`config.mk`:
```
export PLATFORM = sky130hd
export DESIGN_NAME = irq_flag_enable
export DESIGN_NICKNAME = d
export VERILOG_FILES = /design/src/rtl/irqfe_pkg.sv /design/src/rtl/irqfe_flag_reg.sv /design/src/rtl/irqfe_enable_reg.sv /design/src/rtl/irqfe_req_gen.sv /design/src/rtl/irq_flag_enable.sv
export SDC_FILE = /design/constraint.sdc
export NUM_CORES = 1
export LEC_CHECK = 0
export ABC_AREA = 1
export CAP_MARGIN = 5
export CELL_PAD_IN_SITES_DETAIL_PLACEMENT = 1
export CELL_PAD_IN_SITES_GLOBAL_PLACEMENT = 2
export CORE_MARGIN = 3
export CORE_UTILIZATION = 34
export CTS_BUF_LIST = sky130_fd_sc_hd__clkbuf_4
export DETAILED_ROUTE_END_ITERATION = 8
export DONT_BUFFER_PORTS = 1
export PLACE_DENSITY = 0.78
export SYNTH_ARGS = -nofsm -noshare
export SYNTH_HDL_FRONTEND = slang
export SYNTH_SLANG_ARGS = --single-unit
```
`constraint.sdc`:
```
create_clock -name clk -period 1.2 [get_ports clk]
set_input_delay 0.24 -clock clk [delete_from_list [all_inputs] [get_ports clk]]
set_output_delay 0.24 -clock clk [all_outputs]
set_load 0.1 [all_outputs]
```
`src/rtl/irqfe_pkg.sv`:
```
package irqfe_pkg;

    localparam int SRC_W  = 7;
    localparam int DATA_W = SRC_W + 1;

    localparam int SR_BIT = 2;
    localparam int T2_BIT = 5;
    localparam int T1_BIT = 6;

    localparam logic [SRC_W-1:0] REQ_MASK =
        SRC_W'((1 << SR_BIT) | (1 << T1_BIT));

    typedef struct packed {
        logic [SRC_W-1:0] bits;
    } src_vec_t;

endpackage

```
`src/rtl/irqfe_flag_reg.sv`:
```
module irqfe_flag_reg
    import irqfe_pkg::*;
(
    input  logic             clk,
    input  logic             rst_n,
    input  logic [SRC_W-1:0] set_vec,
    input  logic             clr_we,
    input  logic [SRC_W-1:0] clr_vec,
    output logic [SRC_W-1:0] flag_q_o
);

    src_vec_t st_d, st_q;

    always_comb begin
        st_d = st_q;
        if (clr_we) begin
            st_d.bits = st_d.bits & ~clr_vec;
        end
        // set pulses applied last so they win over a same-cycle clear
        st_d.bits = st_d.bits | set_vec;
    end

    always_ff @(posedge clk or negedge rst_n) begin
        if (!rst_n) begin
            st_q <= '0;
        end else begin
            st_q <= st_d;
        end
    end

    assign flag_q_o = st_q.bits;

endmodule

```
`src/rtl/irqfe_enable_reg.sv`:
```
module irqfe_enable_reg
    import irqfe_pkg::*;
(
    input  logic              clk,
    input  logic              rst_n,
    input  logic              we,
    input  logic [DATA_W-1:0] wdata,
    output logic [SRC_W-1:0]  ena_q_o
);

    src_vec_t st_d, st_q;

    always_comb begin
        st_d = st_q;
        if (we) begin
            if (wdata[DATA_W-1]) begin
                st_d.bits = st_q.bits | wdata[SRC_W-1:0];
            end else begin
                st_d.bits = st_q.bits & ~wdata[SRC_W-1:0];
            end
        end
    end

    always_ff @(posedge clk or negedge rst_n) begin
        if (!rst_n) begin
            st_q <= '0;
        end else begin
            st_q <= st_d;
        end
    end

    assign ena_q_o = st_q.bits;

endmodule

```
`src/rtl/irqfe_req_gen.sv`:
```
module irqfe_req_gen
    import irqfe_pkg::*;
#(
    parameter logic [SRC_W-1:0] MASK = REQ_MASK
) (
    input  logic             clk,
    input  logic             rst_n,
    input  logic [SRC_W-1:0] flags,
    input  logic [SRC_W-1:0] enables,
    output logic             any_active_o,
    output logic             irq_q_o
);

    typedef struct packed {
        logic irq;
    } req_t;

    req_t st_d, st_q;
    logic [SRC_W-1:0] active;

    always_comb begin
        active       = flags & enables;
        any_active_o = |active;
        st_d.irq     = |(active & MASK);
    end

    always_ff @(posedge clk or negedge rst_n) begin
        if (!rst_n) begin
            st_q <= '0;
        end else begin
            st_q <= st_d;
        end
    end

    assign irq_q_o = st_q.irq;

endmodule

```
`src/rtl/irq_flag_enable.sv`:
```
module irq_flag_enable
    import irqfe_pkg::*;
#(
    parameter int              SEL_W    = 4,
    parameter logic [SEL_W-1:0] FLAG_SEL = 4'h2,
    parameter logic [SEL_W-1:0] ENA_SEL  = 4'h3
) (
    input  logic              clk,
    input  logic              rst_n,
    input  logic [SEL_W-1:0]  reg_sel,
    input  logic              wr_en,
    input  logic [DATA_W-1:0] wr_data,
    output logic [DATA_W-1:0] rd_data,
    input  logic              set_shift,
    input  logic              set_tmr1,
    input  logic              set_tmr2,
    output logic              irq
);

    logic [SRC_W-1:0] set_vec;
    logic [SRC_W-1:0] flag_vec;
    logic [SRC_W-1:0] ena_vec;
    logic             flag_we;
    logic             ena_we;
    logic             any_active;

    for (genvar i = 0; i < SRC_W; i++) begin : g_set
        if (i == SR_BIT) begin : g_sr
            assign set_vec[i] = set_shift;
        end else if (i == T1_BIT) begin : g_t1
            assign set_vec[i] = set_tmr1;
        end else if (i == T2_BIT) begin : g_t2
            assign set_vec[i] = set_tmr2;
        end else begin : g_none
            assign set_vec[i] = 1'b0;
        end
    end

    always_comb begin
        flag_we = wr_en && (reg_sel == FLAG_SEL);
        ena_we  = wr_en && (reg_sel == ENA_SEL);
    end

    irqfe_flag_reg u_flags (
        .clk      (clk),
        .rst_n    (rst_n),
        .set_vec  (set_vec),
        .clr_we   (flag_we),
        .clr_vec  (wr_data[SRC_W-1:0]),
        .flag_q_o (flag_vec)
    );

    irqfe_enable_reg u_enables (
        .clk     (clk),
        .rst_n   (rst_n),
        .we      (ena_we),
        .wdata   (wr_data),
        .ena_q_o (ena_vec)
    );

    irqfe_req_gen #(.MASK(REQ_MASK)) u_req (
        .clk          (clk),
        .rst_n        (rst_n),
        .flags        (flag_vec),
        .enables      (ena_vec),
        .any_active_o (any_active),
        .irq_q_o      (irq)
    );

    always_comb begin
        rd_data = '0;
        if (reg_sel == FLAG_SEL) begin
            rd_data = {any_active, flag_vec};
        end else if (reg_sel == ENA_SEL) begin
            rd_data = {1'b1, ena_vec};
        end
    end

endmodule

```
==> impl.org <==
** Status
- The run finished, with violations left.
- Failing checks :: negative setup slack

** Synthesis
- Of all cell types, the one taking the most synthesized area is sky130_fd_sc_hd__dfrtp_1.
- Of the total synthesized cell area, the portion taken by XOR and XNOR cells is 0%.
- After synthesis, the largest family of logic cells by area is simple AND/OR/NAND/NOR gates.
- Synth top area cells :: sky130_fd_sc_hd__dfrtp_1 46%, sky130_fd_sc_hd__nand2_1 18%, sky130_fd_sc_hd__nand3_1 8.6%, sky130_fd_sc_hd__nand4_1 7.7%, sky130_fd_sc_hd__inv_1 5.1%
- Register bit total from synthesis :: 15
- Most instantiated flip-flop cell in the synthesis netlist :: sky130_fd_sc_hd__dfrtp_1
- Sequential share of the synthesized area :: 46.01%
- Cell area after synthesis :: 815.8 um^2
- For this run, the number of Yosys warnings is 0.
- Number of nets produced by synthesis :: 128
- List of most frequent post-synthesis cells :: 40 x sky130_fd_sc_hd__nand2_1, 15 x sky130_fd_sc_hd__dfrtp_1, 14 x sky130_fd_sc_hd__nand3_1
- Summing the areas of all compound-gate instances in the mapped netlist gives 4.908% of the synthesized area.
- After synthesis, the share of flip-flops with an asynchronous set or reset is 100.0%.
- Simple-gate share of the synthesized area :: 41.10%
- Yosys mapped a number of flops with a built-in enable equal to 0.
- Mean post-synth cell area :: 7.416 um^2
- Cell with the most instances after synthesis :: sky130_fd_sc_hd__nand2_1
- Share of synthesized area spent on multiplexers :: 0%
- After synthesis, the netlist uses 15 different library cells.
- Counting every instance in the synthesized netlist gives 110.
- Synth Area in Adders :: 0%
- Proportion of netlist area held by the largest area contributor :: 46.01%

** Drt
- The routed layout has 854 vias.
- Wires add up to 2611 um.
- Count of nets left with antenna violations after detail routing :: 0
- After detailed routing, the average wire length per cell comes to 15.92 um.
- Iteration count of the initial detailed-routing pass :: 4
- Using the TritonRoute via totals, the vias-per-cell ratio works out to 5.207.
- Count of unresolved DRC violations after routing :: 0
- After the first detailed-routing iteration, the DRC count stood at 11.

** Timing
- In this run the tightest slew margin relative to its limit is 52.30%.
- Final count of hold timing violations :: 0
- Based on the critical path, the design can be clocked at up to 0.6552 GHz.
- Setup violations remaining at the end of the flow were counted as 8.
- Pin slew with the least headroom to its limit :: 0.7131 ns
- The number of max-slew violations in the final report was 0.
- Setup repair after global routing could not meet its margin everywhere.
- Largest clock skew in the final design :: 0.001714 ns
- Final setup TNS :: -1.685 ns
- Dividing the final minimum period by the clock period gives 127.2%.
- The routed design could run at a clock period as short as 1.526 ns.
- Final worst-path setup slack :: -0.3263 ns

** Finish
- Post-layout net count :: 155
- At the end of the flow the core is filled with cells to 58.55%.
- Ratio of cells with drive above 1 in the final layout :: 38.97%
- Compared with the post-synthesis result, the final layout area differs by 61.81%.
- Antenna cells :: 0

** Placed design
- RD Place Congestion :: 0.7130
- Half-perimeter wire length after detailed placement :: 1962 um
- The count of buffers added on input and output ports is 0.
- At the placement stage, the worst setup path has a slack of -0.05818 ns.

** Critical path
- Type of the worst setup path :: reg -> out
- In this run the worst path has a maximum fanout of 2.
- STA classifies the critical path startpoint as a flop.
- Req. time, crit path :: 0.96 ns
- Kind of capture point of the worst setup path :: primary output
- Data arrival at the endpoint of the critical path :: 1.29 ns

** Clock tree
- The root buffer cell chosen for the clock tree is sky130_fd_sc_hd__clkbuf_4.
- No sink is reached through more buffers than the 2 on the longest clock path.
- In this run the number of H-tree levels came out at 1.
- In this run, CTS created clock tree buffers numbering 3.
- Reg clk slew, reported paths :: 0.10 ns
- TritonCTS clock tree :: done
- Counting every sink on the clock net gives 15.
- At the later pin of the worst-skew pair, clock insertion delay measures 0.29 ns.

** Pwr
- Lkg Pwr :: 0.0006207 uW
- Peak supply drop :: 682.4 uV
- For this design the ratio of total power to cell area is 1173 mW/mm^2.

** Global routing
- The via count of the first global-routing pass came to 896.
- Entering global routing, the biggest net connects 16 pins.
- The initial antenna violation count was 0.
- The first global-routing pass estimated 4215 um of wire.
- Overall Global Routing Usage :: 20.09%
- Total congestion overflow :: 0

** Die
- Core region area :: 0.002255 mm^2
- 27 I/O pins were placed.
- Measured along the x axis, the die boundary spans 54.99 um.
- Floorplan row count :: 17
- The die is 54.99 um tall.
- The die covers 0.003023 mm^2.
- Initial core utilization :: 36.18%

** Hold path
- The startpoint identified for the worst hold timing path is wr_data[4].
- Worst min-delay path category :: in -> reg

** Job
- Max-cap violations in this run came to 0.
stage by stage:
| step | instances | total power [uW] | area (um^2) | hold slack (ns) |
|---|---|---|---|---|
| floorplan | 110 | 996.9 | 938.4 | -0.05559 |
| global placement | 154 | 1145 | 1171 | -0.05513 |
| detailed placement | 154 | 1169 | 1171 | -0.05502 |
| CTS | 162 | 1540 | 1272 | 0.02248 |
| global route | 164 | 1654 | 1320 | 0.01088 |
| finish | 164 | 1549 | 1320 | 0.02929 |
layer usage:
layer / GRT usage [%] / wire length (um) / vias to the layer above / share of wire, %
met5: 0 / 0 / - / 0
met4: 6.073 / 18 / 0 / 0.69
met3: 3.753 / 117 / 2 / 4.5
met2: 36.02 / 1392 / 22 / 53
met1: 24.13 / 1083 / 417 / 41
li1: - / - / 413 / -
critical path, cell delays in order (launching register included):
cell                      delay (ns)
sky130_fd_sc_hd__dfrtp_1        0.42
sky130_fd_sc_hd__nand2_1        0.08
sky130_fd_sc_hd__inv_1          0.04
sky130_fd_sc_hd__nor2_1         0.11
sky130_fd_sc_hd__nand2_1        0.08
sky130_fd_sc_hd__nand2_2        0.12
sky130_fd_sc_hd__nand2_8        0.15
cell usage in the layout (no fill, tap or decap):
master / synthesis / routed
sky130_fd_sc_hd__a21oi_1: 4 / 4
sky130_fd_sc_hd__inv_2: 1 / 2
sky130_fd_sc_hd__nand2_8: 0 / 4
sky130_fd_sc_hd__buf_12: 0 / 6
sky130_fd_sc_hd__o21ai_4: 0 / 4
sky130_fd_sc_hd__nand3_1: 14 / 8
sky130_fd_sc_hd__dlygate4sd3_1: 0 / 1
sky130_fd_sc_hd__buf_6: 1 / 3
sky130_fd_sc_hd__nand3_4: 0 / 4
sky130_fd_sc_hd__clkbuf_4: 0 / 3
sky130_fd_sc_hd__nor2_2: 1 / 2
sky130_fd_sc_hd__nand4_1: 10 / 10
sky130_fd_sc_hd__buf_4: 0 / 15
sky130_fd_sc_hd__dfrtp_1: 15 / 15
sky130_fd_sc_hd__nand3_2: 0 / 2
sky130_fd_sc_hd__nor2_4: 2 / 2
sky130_fd_sc_hd__nand2_4: 0 / 1
sky130_fd_sc_hd__nand2_1: 40 / 33
sky130_fd_sc_hd__nor2_1: 3 / 2
sky130_fd_sc_hd__clkinv_2: 0 / 1
sky130_fd_sc_hd__inv_1: 11 / 10
sky130_fd_sc_hd__nand2_2: 2 / 4
layout make-up:
class | count | area, um^2
fill | 265 | 934.6
multi-input combinational | 80 | 560.5
sequential | 15 | 375.4
tap | 28 | 35.03
clock inverter | 1 | 5.005
inverter | 12 | 45.04
timing repair buffer | 25 | 276.5
clock buffer | 3 | 22.52
what timing repair did:
item	in CTS	in global routing
pin swaps	7	4
hold buffers	1	0
setup buffers	3	3
resized for setup	9	7
endpoints found under the hold margin	15	0
endpoints found under the setup margin	8	8
power by group:
| part | internal, uW | leakage, uW | switching [uW] |
|---|---|---|---|
| Clock | 124 | 0.0000177 | 176 |
| Sequential | 589 | 0.000177 | 60.4 |
| Combinational | 221 | 0.000426 | 378 |
| Total | 934 | 0.000621 | 615 |
kinds of logic (layout without fill, tap and decap cells):
family          Yosys count  in the layout
simple gates             72             72
flops                    15             15
buf+inv                  15             41
compound gates            8              8
worst paths after layout:
check | end | slack, ns | cells after the start
worst max-delay path | rd_data[7] | -0.33 | 6
worst min-delay path | u_flags.flag_q_o[4] | 0.03 | 1
worst max register to register | flop | 0.35 | 4
worst min register to register | u_req.irq_q_o | 0.52 | 2
max in group asynchronous | async pin | 0.31 | 1
min in group asynchronous | async pin | 0.43 | 1
(Power assumes the default switching activity.)
